File: config.mk
export PLATFORM = sky130hd
export DESIGN_NAME = core_idle_seq
export DESIGN_NICKNAME = d
export VERILOG_FILES = /design/src/rtl/cidle_pkg.sv /design/src/rtl/cidle_req_hold.sv /design/src/rtl/cidle_settle_timer.sv /design/src/rtl/cidle_depth_enc.sv /design/src/rtl/core_idle_seq.sv
export SDC_FILE = /design/constraint.sdc
export NUM_CORES = 1
export LEC_CHECK = 0
export BUFFER_PORTS_ARGS = -buffer_cell sky130_fd_sc_hd__buf_2
export CAP_MARGIN = 20
export CORE_MARGIN = 4
export CORE_UTILIZATION = 45
export DETAILED_ROUTE_END_ITERATION = 10
export PLACE_DENSITY = 0.71
export RECOVER_POWER = 25
export SETUP_SLACK_MARGIN = 0.1
export SYNTH_ARGS = -nofsm -noshare
export SYNTH_HDL_FRONTEND = slang
export SYNTH_SLANG_ARGS = --single-unit
File: constraint.sdc
create_clock -name clk_i -period 5.35 [get_ports clk_i]
set_input_delay 0.2675 -clock clk_i [delete_from_list [all_inputs] [get_ports clk_i]]
set_output_delay 0.2675 -clock clk_i [all_outputs]
set_load 0.02 [all_outputs]
File: src/rtl/cidle_pkg.sv
package cidle_pkg;
  localparam int unsigned NSTEP    = 6;
  localparam int unsigned LVL_W    = $clog2(NSTEP + 1);
  localparam int unsigned STEP_PWR = NSTEP - 1;

  typedef enum logic [1:0] {
    DEP_C0 = 2'd0,
    DEP_C1 = 2'd1,
    DEP_C3 = 2'd2,
    DEP_C6 = 2'd3
  } depth_e;

  typedef enum logic [2:0] {
    ST_IDLE,
    ST_ENTER,
    ST_RESIDENT,
    ST_EXIT,
    ST_SETTLE
  } seq_st_e;

  // number of action steps a depth needs
  function automatic logic [LVL_W-1:0] steps_for(depth_e d);
    case (d)
      DEP_C1:  return LVL_W'(2);
      DEP_C3:  return LVL_W'(4);
      DEP_C6:  return LVL_W'(NSTEP);
      default: return '0;
    endcase
  endfunction
endpackage

File: src/rtl/cidle_req_hold.sv
module cidle_req_hold
  import cidle_pkg::*;
(
  input  logic   clk_i,
  input  logic   rst_ni,
  input  logic   accept_en_i,
  input  logic   req_valid_i,
  input  depth_e req_depth_i,
  input  logic   pstate_min_i,
  input  logic   wake_i,
  input  logic   take_i,
  output logic   go_o,
  output depth_e go_depth_o
);
  logic   pend_q;
  depth_e pend_d_q;

  always_ff @(posedge clk_i or negedge rst_ni) begin
    if (!rst_ni) begin
      pend_q   <= 1'b0;
      pend_d_q <= DEP_C0;
    end else if (take_i || wake_i) begin
      pend_q <= 1'b0;
    end else if (accept_en_i && req_valid_i && req_depth_i != DEP_C0) begin
      pend_q   <= 1'b1;
      pend_d_q <= req_depth_i;
    end
  end

  // deep levels wait for the lowest performance state
  assign go_o       = pend_q && (pend_d_q == DEP_C1 || pstate_min_i);
  assign go_depth_o = pend_d_q;
endmodule

File: src/rtl/cidle_settle_timer.sv
module cidle_settle_timer #(
  parameter int unsigned W = 8
) (
  input  logic         clk_i,
  input  logic         rst_ni,
  input  logic         load_i,
  input  logic [W-1:0] load_val_i,
  output logic         expired_o
);
  logic [W-1:0] cnt_q;

  always_ff @(posedge clk_i or negedge rst_ni) begin
    if (!rst_ni)            cnt_q <= '0;
    else if (load_i)        cnt_q <= load_val_i;
    else if (cnt_q != '0)   cnt_q <= cnt_q - W'(1);
  end

  assign expired_o = (cnt_q == '0);
endmodule

File: src/rtl/cidle_depth_enc.sv
module cidle_depth_enc
  import cidle_pkg::*;
(
  input  logic [LVL_W-1:0] lvl_i,
  output depth_e           depth_o
);
  always_comb begin
    if (lvl_i >= steps_for(DEP_C6))      depth_o = DEP_C6;
    else if (lvl_i >= steps_for(DEP_C3)) depth_o = DEP_C3;
    else if (lvl_i >= steps_for(DEP_C1)) depth_o = DEP_C1;
    else                                 depth_o = DEP_C0;
  end
endmodule

File: src/rtl/core_idle_seq.sv
module core_idle_seq
  import cidle_pkg::*;
#(
  parameter int unsigned SETTLE_W = 8
) (
  input  logic                clk_i,
  input  logic                rst_ni,
  input  logic                req_valid_i,
  input  logic [1:0]          req_depth_i,
  input  logic                pstate_min_i,
  input  logic                wake_i,
  input  logic [SETTLE_W-1:0] settle_cycles_i,
  input  logic [NSTEP-1:0]    act_done_i,
  output logic [NSTEP-1:0]    act_req_o,
  output logic [1:0]          depth_o,
  output logic                busy_o
);
  seq_st_e          state_q, state_d;
  logic [LVL_W-1:0] lvl_q, lvl_d, tgt_q, tgt_d, dn_idx;
  logic [NSTEP-1:0] req_q, req_d;
  logic             abort_q, abort_d;
  logic             go, start, load, expired;
  depth_e           go_depth, depth_enc;

  cidle_req_hold u_hold (
    .clk_i        (clk_i),
    .rst_ni       (rst_ni),
    .accept_en_i  (state_q == ST_IDLE),
    .req_valid_i  (req_valid_i),
    .req_depth_i  (depth_e'(req_depth_i)),
    .pstate_min_i (pstate_min_i),
    .wake_i       (wake_i),
    .take_i       (start),
    .go_o         (go),
    .go_depth_o   (go_depth)
  );

  cidle_settle_timer #(.W(SETTLE_W)) u_settle (
    .clk_i      (clk_i),
    .rst_ni     (rst_ni),
    .load_i     (load),
    .load_val_i (settle_cycles_i),
    .expired_o  (expired)
  );

  cidle_depth_enc u_enc (
    .lvl_i   (lvl_q),
    .depth_o (depth_enc)
  );

  assign dn_idx = lvl_q - LVL_W'(1);

  always_comb begin
    state_d = state_q;
    lvl_d   = lvl_q;
    tgt_d   = tgt_q;
    req_d   = req_q;
    abort_d = abort_q;
    load    = 1'b0;
    start   = 1'b0;
    case (state_q)
      ST_IDLE: begin
        if (go && !wake_i) begin
          start    = 1'b1;
          req_d[0] = 1'b1;
          lvl_d    = '0;
          tgt_d    = steps_for(go_depth);
          abort_d  = 1'b0;
          state_d  = ST_ENTER;
        end
      end
      ST_ENTER: begin
        abort_d = abort_q | wake_i;
        if (act_done_i[lvl_q]) begin
          lvl_d = lvl_q + LVL_W'(1);
          if (abort_d) begin
            // in-flight step done: unwind from here
            req_d[lvl_q] = 1'b0;
            state_d      = ST_EXIT;
          end else if (lvl_d == tgt_q) begin
            state_d = ST_RESIDENT;
          end else begin
            req_d[lvl_d] = 1'b1;
          end
        end
      end
      ST_RESIDENT: begin
        if (wake_i) begin
          req_d[dn_idx] = 1'b0;
          state_d       = ST_EXIT;
        end
      end
      ST_EXIT: begin
        if (!act_done_i[dn_idx]) begin
          if (dn_idx == LVL_W'(STEP_PWR)) begin
            load    = 1'b1;
            state_d = ST_SETTLE;
          end else begin
            lvl_d = dn_idx;
            if (dn_idx == '0) state_d = ST_IDLE;
            else              req_d[dn_idx - LVL_W'(1)] = 1'b0;
          end
        end
      end
      ST_SETTLE: begin
        if (expired) begin
          lvl_d                     = dn_idx;
          req_d[dn_idx - LVL_W'(1)] = 1'b0;
          state_d                   = ST_EXIT;
        end
      end
      default: state_d = ST_IDLE;
    endcase
  end

  always_ff @(posedge clk_i or negedge rst_ni) begin
    if (!rst_ni) begin
      state_q <= ST_IDLE;
      lvl_q   <= '0;
      tgt_q   <= '0;
      req_q   <= '0;
      abort_q <= 1'b0;
    end else begin
      state_q <= state_d;
      lvl_q   <= lvl_d;
      tgt_q   <= tgt_d;
      req_q   <= req_d;
      abort_q <= abort_d;
    end
  end

  assign act_req_o = req_q;
  assign depth_o   = depth_enc;
  assign busy_o    = (state_q == ST_ENTER) || (state_q == ST_EXIT) || (state_q == ST_SETTLE);
endmodule

### Word level (Yosys, flattened, before mapping)

Index checks and enable logic that the tools add are counted.

* add/subtract/negate cells: 4
* $lt $le $gt $ge: 11
* eq/ne operators: 19
* muxes and demuxes: 54
* bitwise operators: 9
* reductions and logical operators: 31

Operators by type and width (number)
* $mux 6: 8
* $mux 3: 14
* $pmux 5 s4: 1
* $and 6x6->6: 3
* $not 6->6: 3
* $lt 3x4->1 const B: 4
* $mux 1: 16
* $mux 8: 2
* $pmux 3 s5: 1
* $ne 2x2->1 const B: 7
* $demux 1 s3: 4
* $ge 3x1->1 const B: 4
* $pmux 3 s4: 1
* $ne 3x3->1 const B: 3
* $pmux 3 s3: 1
* $reduce_and 9->1: 1
* $logic_and 1x1->1: 8
* $logic_not 8->1: 1
* $reduce_and 8->1: 1
* $reduce_bool 2->1: 4
* $reduce_bool 4->1: 2
* $reduce_bool 8->1: 1
* $sub 8x1->8 const B: 1
* $reduce_and 7->1: 1
* other kinds (23): 36

* register bits: 27
* input bits: 21
* output and inout port bits: 9
* logic and storage cells: 137

### Longest topological paths before layout

Gate-level depths: netlist (run 1).

* depth after elaboration: 12
* depth in mapped cells: 14
* mapped depth without buffers: 11

### Hierarchy

From an unflattened synthesis (run 1), not the netlist that was laid out.

* cell total of the unflattened synthesis: 234
* area total of the unflattened synthesis: 2040.7 um^2

By module, submodules not included
* core_idle_seq: times used 1, cells each 167, area an instance 1401.3 um^2
* cidle_settle_timer: times used 1, cells each 54, area an instance 476.7 um^2
* cidle_req_hold: times used 1, cells each 11, area an instance 155.1 um^2
* cidle_depth_enc: times used 1, cells each 2, area an instance 7.5 um^2

### Worst setup path before layout (run 1)

Ideal clock, no wire load.

* path type: flip-flop to flip-flop
* start point: register lvl_q[0]
* end point: register req_q[4] (netlist: act_req_o[4])
* arrival time: 3001 ps
* data required time: 5227 ps
* slack: 2225 ps
* cell stages (with the launch flop): 15
* buffers on the path: 3
* clock period less this slack: 3125 ps
* cells stage by stage: dfrtp_1 > buf_6 > clkbuf_1 > inv_1 > clkbuf_1 > ha_1 > xor2_2 > inv_1 > ha_1 > nand2_1 > a32o_1 > o211ai_1 > or4_1 > o21ai_1 > a21oi_1

* word-level cells in the longest chain between the ends: 12
* elaborated cells on any way between the ends: 52

RTL lines
* start, declared: RTL line core_idle_seq.sv:19 `logic [LVL_W-1:0] lvl_q, lvl_d, tgt_q, tgt_d, dn_idx;`
* start signal, assigned: RTL line core_idle_seq.sv:125 `lvl_q <= lvl_d;`
* $sub 3x1->3: RTL line core_idle_seq.sv:51 `assign dn_idx = lvl_q - LVL_W'(1);`
* $sub 3x1->3: RTL line core_idle_seq.sv:101, core_idle_seq.sv:108
* $lt 3x4->1 (not written as such) or $ge 3x1->1 (tied branches): RTL line core_idle_seq.sv:101, core_idle_seq.sv:108
* $logic_and 1x1->1 (not written as such): RTL line core_idle_seq.sv:101, core_idle_seq.sv:108
* $mux 1 (not written as such): RTL line core_idle_seq.sv:101, core_idle_seq.sv:108
* $demux 1 s3: RTL line core_idle_seq.sv:101, core_idle_seq.sv:108
* $not 6->6 (no line)
* $and 6x6->6 (no line)
* $mux 6: RTL line core_idle_seq.sv:100 `if (dn_idx == '0) state_d = ST_IDLE;`
* $mux 6: RTL line core_idle_seq.sv:95 `if (dn_idx == LVL_W'(STEP_PWR)) begin`
* $mux 6: RTL line core_idle_seq.sv:94 `if (!act_done_i[dn_idx]) begin`
* $pmux 5 s4: RTL line core_idle_seq.sv:61 `case (state_q)`
* end signal, assigned: RTL line core_idle_seq.sv:127 `req_q <= req_d;`
* end, declared: RTL line core_idle_seq.sv:20 `logic [NSTEP-1:0] req_q, req_d;`

Several ways; a longest one is shown, not always the timed one. The select of a mux whose other input is x is not followed.
A chain may end at the register's enable or synchronous reset.

### Worst setup path after layout (run 1)

* start point: register lvl_q[0]
* end point: register req_q[1] (netlist: act_req_o[1])

The elaborated chain is that of the path after synthesis.

==> metrics.md, run 1 <==
| Metric | Value |
|---|---|
| CTS buffer count | `3` |
| Crit Path Max Fanout | `18` |
| Routed len/inst | `between 15 and 20 um` |
| Crit share post-route | `66.4%` |
| CTS tree | `done` |
| Setup TNS Final | `0 ps` |
| Max Root-Sink Buffers | `2` |
| Top Metal Used | `met4` |
| Run status | `complete, but fails checks` |
| Max Slew Vio Count | `26` |
| Clock skew | `between 5 and 6 ps` |
| Post-synthesis sequential area ratio | `between 30% and 40%` |
| Detailed Routing Iterations Pass 1 | `5` |
| Post_cts resized | `0` |
| EDFF count, synth | `0` |
| Worst Hold End | `u_settle.cnt_q[7]` |
| Failing checks | `max-capacitance violations, max-slew violations` |
| Vias in the first global route | `1695` |
| Share of cells above drive strength 1 | `20.1%` |
| FILL cells | `418` |
| Placeable Area | `4350 um^2` |
| RSZ-0062 raised after global routing | `false` |
| Most frequent cells in the layout | `nand2_1 (31), buf_2 (28), dfrtp_1 (26)` |
| DRC Markers | `0` |
| WP buf/inv | `2` |
| Slowest CP cell | `dfrtp_1` |
| Post-CTS setup buffer count | `0` |
| Final min period | `between 3000 and 4000 ps` |
| Worst Hold Launch | `settle_cycles_i[7]` |
| Clk slew on worst S/H paths | `100 ps` |
| Power Dens Cells | `between 600 and 700 nW/um^2` |
| Worst slew pin tran | `1510 ps` |
| IO Pins | `30` |
| Port buffer count | `29` |
| Commonest non-fill, non-tap cell in the layout | `nand2_1` |
| Ys flop type | `dfrtp_1` |
| FP Rows | `24` |
| Worst vdd ir | `around 0.00022 V` |
| All-layer global routing usage | `approximately 19%` |
| HP Class | `in -> reg` |
| F_max | `0.281 GHz` |
| Effective utilization at floorplan | `between 40% and 50%` |
| Post-Route WL | `between 4000 and 5000 um` |
| Die area | `5620 um^2` |
| Wire length on met2 | `2250 um` |
| CP Launch Type | `flip-flop` |
| Synth warn | `0` |
| DP Cell Count | `302` |
| Synth Instances | `232` |
| DR WL met3 | `301 um` |
| Max-Cap Viols | `1` |
| Vert. Die Dim | `75.0 um` |
| Grt ovf | `0` |
| # hold bufs at CTS | `0` |
| Area delta synth->final | `10.7%` |
| Total Nets Final | `approximately 280` |
| # clock sinks | `26` |
| Dpl hpwl | `around 3600 um` |
| Leakage | `between 0.0009 and 0.001 uW` |
| Antenna viol nets, final | `0` |
| Hold depth | `3` |
| Post-Syn Area | `2020 um^2` |
| Post-DR vias/cell | `6.02` |
| First-pass GRT wire length | `8090 um` |
| Reg2Reg Depth | `11` |
| Drt first-iter violations | `255` |
| Post-synth ARST share | `between 90% and 100%` |
| Clock insertion delay at the later pin of the skew report | `280 ps` |
| Top delay family on crit path | `compound AO/OA/AOI/OAI gates` |
| Relative slew slack | `-0.341%` |
| Mean post-synth cell area | `between 8 and 9 um^2` |
| Htree depth | `1` |
| Reg-to-reg slack, setup | `1800 ps` |
| Library cells used by synthesis | `58` |
| Setup Viol. Count Final | `0` |
| DR vias | `1842` |
| FF-to-FF Start | `lvl_q[0]` |
| CP peak stage delay | `750 ps` |
| Final Hold Fails | `0` |
| Post-synthesis register bit count | `26` |
| N_diodes | `0` |
| Clk root buf | `clkbuf_8` |
| Antenna violations before repair | `0` |
| Crit end category | `flip-flop` |
| Worst EP required | `5520 ps` |
| Finished Layout Cells | `~310` |
| Largest net degree at the start of global routing | `27` |
| Syn nets | `261` |
| CP cell instances | `inv_1, ha_1, xor2_2, inv_1, ha_1, nand2_1, a32o_1, o211ai_1, nor4_4, o21ai_0, a32o_1` |
| Met1 WL | `~2300 um` |
| CP Class | `reg -> reg` |
| Final Util | `51.3%` |
| RePlAce Congestion | `between 0.9 and 1` |
| R2R Path End | `act_req_o[1]` |
| Die X | `75.0 um` |
| CP Data Arrival Time | `3720 ps` |
state kept, by name (all words and copies together) (netlist names):
signal	count
u_settle.cnt_q	8
act_req_o	6
lvl_q	3
state_q	3
tgt_q	2
u_hold.go_depth_o	2
abort_q	1
u_hold.pend_q	1
per-layer routing:
metal | track usage [%] | vias up
li1 | - | 906
met2 | 30.2 | 82
met1 | 26.0 | 847
met5 | 0 | -
met4 | 5.14 | 0
met3 | 2.27 | 7
worst min-delay path: cells and delay by family:
| kind | cells | cell delay (ps) |
|---|---|---|
| buf+inv | 1 | 70 |
| compound gates | 1 | 60 |
| simple gates | 1 | 30 |
worst max path at each step:
stage,startpoint,endpoint,slack [ps],cells past startpoint
detailed placement,lvl_q[0],act_req_o[1],1890,11
CTS,lvl_q[0],act_req_o[1],1860,11
finish,lvl_q[0],act_req_o[1],1800,11
global route,lvl_q[0],act_req_o[1],1480,11
floorplan,lvl_q[0],act_req_o[4],2230,14
global placement,lvl_q[0],act_req_o[2],2020,11
through the flow:
stage | power [uW] | hold slack [ps] | instance area (um^2) | setup WS, ps
floorplan | 1120 | -28.1 | 2020 | 2230
global placement | 1310 | 318 | 2180 | 2020
detailed placement | 1320 | 323 | 2180 | 1890
CTS | 1460 | 17.0 | 2230 | 1860
global route | 1600 | 185 | 2230 | 1480
finish | 1470 | 183 | 2230 | 1800
where the power goes:
group | total [uW] | switching [uW] | internal [uW]
Sequential | 406 | 131 | 274
Clock | 133 | 66.9 | 66.0
Combinational | 927 | 543 | 384
Yosys cell counts, types with 7 or more instances:
cell type / n / area (um^2)
a21oi_1: 13 / 65.1
clkbuf_1: 8 / 30.0
dfrtp_1: 26 / 651
ha_1: 8 / 100
inv_1: 9 / 33.8
nand2_1: 31 / 116
nand3_1: 7 / 35.0
nor2_1: 10 / 37.5
nor3_1: 8 / 40.0
o21ai_0: 19 / 95.1
o31ai_1: 8 / 60.1
xnor2_1: 7 / 61.3
cells by family after synthesis:
family | share of synthesized area, %
DFF | 32.2
xor gates and xnor gates | 5.39
adders and majority gates | 4.96
buffers and inverters | 4.46
and+or+nand+nor | 23.7
muxes | 5.46
AOI/OAI and AO/OA | 23.7
layout make-up:
| cell class | instances | area [um^2] | area share (%) |
|---|---|---|---|
| Multi-Input combinational cell | 185 | 1280 | 57.2 |
| Sequential cell | 26 | 651 | 29.1 |
| Timing Repair Buffer | 30 | 151 | 6.78 |
| Tap cell | 52 | 65.1 | 2.91 |
| Clock buffer | 4 | 55.1 | 2.46 |
| Inverter | 9 | 33.8 | 1.51 |
No activity file was read; power rests on OpenSTA's default activity.
==> run 2, diff against run 1 <==
--- a/config.mk
+++ b/config.mk
@@ -10,7 +10,7 @@
 export CORE_MARGIN = 4
 export CORE_UTILIZATION = 45
 export DETAILED_ROUTE_END_ITERATION = 10
-export PLACE_DENSITY = 0.71
+export PLACE_DENSITY = 0.74
 export RECOVER_POWER = 25
 export SETUP_SLACK_MARGIN = 0.1
 export SYNTH_ARGS = -nofsm -noshare
==> constraint.sdc (replaced) <==
create_clock -name clk_i -period 2.95 [get_ports clk_i]
set_input_delay 0.1475 -clock clk_i [delete_from_list [all_inputs] [get_ports clk_i]]
set_output_delay 0.1475 -clock clk_i [all_outputs]
set_load 0.02 [all_outputs]
==> metrics.md, run 2 (synthesis gave the netlist of run 1 again) <==
| Metric | Value |
|---|---|
| F_max | `0.374 GHz` |
| Commonest non-fill, non-tap cell in the layout | `nand2_1` |
| Worst EP required | `3120 ps` |
| Post-Route WL | `5070 um` |
| HP Class | `in -> reg` |
| RSZ-0062 raised after global routing | `false` |
| Routed len/inst | `around 16 um` |
| Vert. Die Dim | `~75 um` |
| Max-Cap Viols | `0` |
| Clk slew on worst S/H paths | `100 ps` |
| Antenna viol nets, final | `0` |
| DP Cell Count | `310` |
| Worst vdd ir | `0.000547 V` |
| Dpl hpwl | `about 3700 um` |
| Power Dens Cells | `between 1000 and 1500 nW/um^2` |
| FILL cells | `between 400 and 500` |
| # clock sinks | `26` |
| Htree depth | `1` |
| Area delta synth->final | `18.0%` |
| Finished Layout Cells | `320` |
| Clk root buf | `clkbuf_8` |
| Detailed Routing Iterations Pass 1 | `4` |
| Clock insertion delay at the later pin of the skew report | `280 ps` |
| CP Class | `reg -> reg` |
| Antenna violations before repair | `0` |
| Worst hold slack | `about 65 ps` |
| Relative slew slack | `5.49%` |
| Crit end category | `flip-flop` |
| Setup TNS Final | `0 ps` |
| Placeable Area | `4350 um^2` |
| Leakage | `0.00101 uW` |
| Max Root-Sink Buffers | `2` |
| Drt first-iter violations | `about 200` |
| DR vias | `1909` |
| Crit share post-route | `90.6%` |
| Most frequent cells in the layout | `nand2_1 (31), buf_2 (28), dfrtp_1 (25)` |
| Biggest register | `u_settle.cnt_q` |
| Effective utilization at floorplan | `46.4%` |
| Die X | `75.0 um` |
| CTS tree | `done` |
| Post-DR vias/cell | `slightly below 6` |
| RePlAce Congestion | `about 0.98` |
| Final Hold Fails | `0` |
| Grt ovf | `0` |
| Reg-to-reg slack, setup | `280 ps` |
| First-pass GRT wire length | `~8600 um` |
| Largest net degree at the start of global routing | `27` |
| All-layer global routing usage | `about a fifth` |
| IO Pins | `30` |
| Clock skew | `between 3 and 4 ps` |
| Setup Viol. Count Final | `0` |
| Die area | `5620 um^2` |
| Hold depth | `3` |
| Crit Path Max Fanout | `8` |
| Max reg flops | `8` |
| CP Launch Type | `flip-flop` |
| Reg2Reg Depth | `12` |
| Max Slew Vio Count | `0` |
| Share of cells above drive strength 1 | `25.4%` |
| CTS buffer count | `3` |
| CP Data Arrival Time | `2850 ps` |
| Final Util | `between 50 and 60%` |
| N_diodes | `0` |
| Final min period | `2670 ps` |
| Total Nets Final | `between 200 and 300` |
| FP Rows | `24` |
| DRC Markers | `0` |
| Port buffer count | `29` |
| Vias in the first global route | `1879` |
| Worst slew pin tran | `1420 ps` |
| Run status | `finished, final reports clean` |
[run 2: where the power goes]
group          internal, uW  switching (uW)
clock                   182             122
combinational           895            1120
sequential              500             190
[run 2: layer usage]
metal | vias to the layer above | part of all wire, % | wire, um | GRT usage (%)
li1 | 927 | - | - | -
met1 | 881 | 45 | 2300 | 26.6
met2 | 89 | 45 | 2290 | 32.0
met3 | 12 | 7.1 | 362 | 3.20
met4 | 0 | 2.5 | 125 | 6.52
met5 | - | 0 | 0 | 0
[run 2: metrics by stage]
stage	instance area [um^2]	total power [uW]	setup WS [ps]
floorplan	2040	2060	110
global placement	2250	2480	310
detailed placement	2250	2500	216
CTS	2330	2830	154
global route	2380	3270	91.4
finish	2380	3010	276
[run 2: area by class of cell]
type | count | area (um^2) | area share, %
multi-input cells | 185 | 1300 | 54.6
flip-flops and latches | 26 | 652 | 27.4
repair buffers | 44 | 259 | 10.9
well taps | 52 | 65.1 | 2.73
clock buffers | 3 | 41.3 | 1.73
inverters | 9 | 33.8 | 1.42
clock inverters | 1 | 30.0 | 1.26
[run 2: repair_timing]
action,in CTS,in global routing
endpoints found under the setup margin,0,4
hold buffers,1,0
buffers inserted,0,5
endpoints found under the hold margin,26,0
gates resized for setup,0,5
[run 2: critical path, stage by stage, from the launching register on]
cell       delay (ps)
dfrtp_2           470
inv_2             130
ha_4              180
xor2_4            210
inv_2             100
ha_1              220
nand2_1            70
a32o_1            160
o211ai_1          200
nor4_4            470
buf_4             180
nand2_1            50
o2bb2ai_1         120
[run 2: final timing paths]
path / startpoint / to
min: settle_cycles_i[4] / u_settle.cnt_q[4]
max in group asynchronous: rst_ni / lvl_q[1]
max reg2reg: lvl_q[1] / act_req_o[3]
max: lvl_q[1] / act_req_o[3]
min in group asynchronous: rst_ni / lvl_q[1]
min reg2reg: act_req_o[2] / act_req_o[2]
==> run 3, diff against run 2 <==
--- a/config.mk
+++ b/config.mk
@@ -10,7 +10,7 @@
 export CORE_MARGIN = 4
 export CORE_UTILIZATION = 45
 export DETAILED_ROUTE_END_ITERATION = 10
-export PLACE_DENSITY = 0.74
+export PLACE_DENSITY = 0.71
 export RECOVER_POWER = 25
 export SETUP_SLACK_MARGIN = 0.1
 export SYNTH_ARGS = -nofsm -noshare
==> constraint.sdc (replaced) <==
create_clock -name clk_i -period 2.6 [get_ports clk_i]
set_input_delay 0.13 -clock clk_i [delete_from_list [all_inputs] [get_ports clk_i]]
set_output_delay 0.13 -clock clk_i [all_outputs]
set_load 0.02 [all_outputs]
==> metrics.md, run 3 (synthesis gave the netlist of run 1 again) <==
| Metric | Value |
|---|---|
| Run status | `finished, final reports clean` |
| Dpl hpwl | `3760 um` |
| Crit share post-route | `92.6%` |
| Flop pwr share | `23.2%` |
| Die area | `5620 um^2` |
| Post-DR vias/cell | `roughly 6` |
| HP Class | `in -> reg` |
| IO Pins | `30` |
| CP Data Arrival Time | `2580 ps` |
| DR vias | `1948` |
| Clk root buf | `clkbuf_8` |
| Switching Share | `47.9%` |
| Commonest non-fill, non-tap cell in the layout | `nand2_1` |
| All-layer global routing usage | `19.6%` |
| P_sw | `1680 uW` |
| Total power | `3510 uW` |
| Antenna violations before repair | `0` |
| Area delta synth->final | `21.8%` |
| First-pass GRT wire length | `~8600 um` |
| Vias in the first global route | `1791` |
| Drt first-iter violations | `248` |
| Worst vdd ir | `~0.00055 V` |
| Crit end category | `flip-flop` |
| FP Rows | `24` |
| Power Dens Cells | `~1400 nW/um^2` |
| CP Class | `reg -> reg` |
| Clock skew | `5.60 ps` |
| Relative slew slack | `2.46%` |
| Setup Viol. Count Final | `0` |
| Most frequent cells in the layout | `nand2_1 (30), buf_2 (28), dfrtp_1 (25)` |
| Pre-CTS setup slack | `172 ps` |
| Effective utilization at floorplan | `46.4%` |
| Htree depth | `1` |
| Biggest register | `u_settle.cnt_q` |
| # clock sinks | `26` |
| Leakage | `0.00103 uW` |
| Antenna viol nets, final | `0` |
| Max Root-Sink Buffers | `2` |
| Vert. Die Dim | `around 75 um` |
| Worst slew pin tran | `1460 ps` |
| Detailed Routing Iterations Pass 1 | `5` |
| CP Launch Type | `flip-flop` |
| Max reg flops | `8` |
| Clk network pwr share | `7.9%` |
| Clock insertion delay at the later pin of the skew report | `280 ps` |
| Combinational share of power | `68.9%` |
| Worst EP required | `2770 ps` |
| Post-Route WL | `between 5000 and 6000 um` |
| RSZ-0062 raised after global routing | `true` |
| Internal Power | `about 1800 uW` |
| F_max | `slightly above 0.4 GHz` |
| Max Slew Vio Count | `0` |
| Final min period | `between 2000 and 2500 ps` |
| DRC Markers | `0` |
| N_diodes | `0` |
| Placeable Area | `4350 um^2` |
| Port buffer count | `29` |
| RePlAce Congestion | `about 0.93` |
| Grt ovf | `0` |
| Final Hold Fails | `0` |
| Routed len/inst | `16.2 um` |
| Total Nets Final | `302` |
| Clk slew on worst S/H paths | `roughly 100 ps` |
| Largest net degree at the start of global routing | `27` |
| Die X | `75.0 um` |
| Share of cells above drive strength 1 | `29.0%` |
| CTS buffer count | `3` |
| Crit Path Max Fanout | `6` |
| Max-Cap Viols | `0` |
| CTS tree | `done` |
| Reg-to-reg slack, setup | `190 ps` |
| Setup slack after layout | `192 ps` |
==> run 3: layer usage <==
layer / part of all wire [%] / wire [um] / global-route usage [%] / up-vias
li1: - / - / - / 931
met2: 46 / 2390 / 30.8 / 92
met5: 0 / 0 / 0 / -
met3: 6.7 / 349 / 2.80 / 8
met1: 46 / 2430 / 27.5 / 917
met4: 1.4 / 76 / 7.11 / 0
==> run 3: final timing paths <==
| check | end | from | cells after the start |
|---|---|---|---|
| worst max-delay path | act_req_o[2] | lvl_q[0] | 10 |
| max in group asynchronous | lvl_q[0] | rst_ni | 2 |
| worst min-delay path | u_settle.cnt_q[5] | settle_cycles_i[5] | 3 |
| worst max register to register | act_req_o[2] | lvl_q[0] | 10 |
| min in group asynchronous | lvl_q[2] | rst_ni | 2 |
| worst min register to register | tgt_q[2] | u_hold.go_depth_o[1] | 1 |
==> run 3: area by class of cell <==
class / count / area [um^2]
fillers: 399 / 1900
clock buffers: 4 / 55.1
multi-input cells: 185 / 1360
well taps: 52 / 65.1
repair buffers: 48 / 293
inverters: 9 / 36.3
flip-flops and latches: 26 / 652
==> run 3: timing repair <==
item,4_1_cts,5_1_grt
setup buffers,0,4
hold endpoints to repair,26,0
gates resized for setup,0,11
hold buffers,1,0
setup endpoints to repair,0,7
==> run 3: metrics by stage <==
step                hold WS, ps  std cells  cell area, um^2  TNS (ps)  utilization [%]
CTS                        42.1        320             2380         0             54.7
finish                     40.9        324             2460         0             56.4
global route               42.9        324             2460         0             56.4
floorplan                  -166        232             2080      -203                -
global placement            179        315             2320         0             53.2
detailed placement          187        315             2320         0             53.2
==> run 3: critical path, stage by stage, from the launching register on <==
cell      delay (ps)
dfrtp_2          460
inv_4             70
ha_4             160
xor2_4           160
inv_2             70
buf_4            160
or3b_1           420
o211ai_1         270
nor4_4           130
buf_4            170
a32o_1           230
==> run 3: power by group through the flow <==
| stage | clock network (uW) | registers, uW | logic, uW |
|---|---|---|---|
| finish | 278 | 814 | 2420 |
| global route | 297 | 850 | 2640 |
| CTS | 283 | 788 | 2240 |
| detailed placement | 0 | 793 | 2220 |
| global placement | 0 | 786 | 2210 |
| floorplan | 0 | 725 | 1700 |
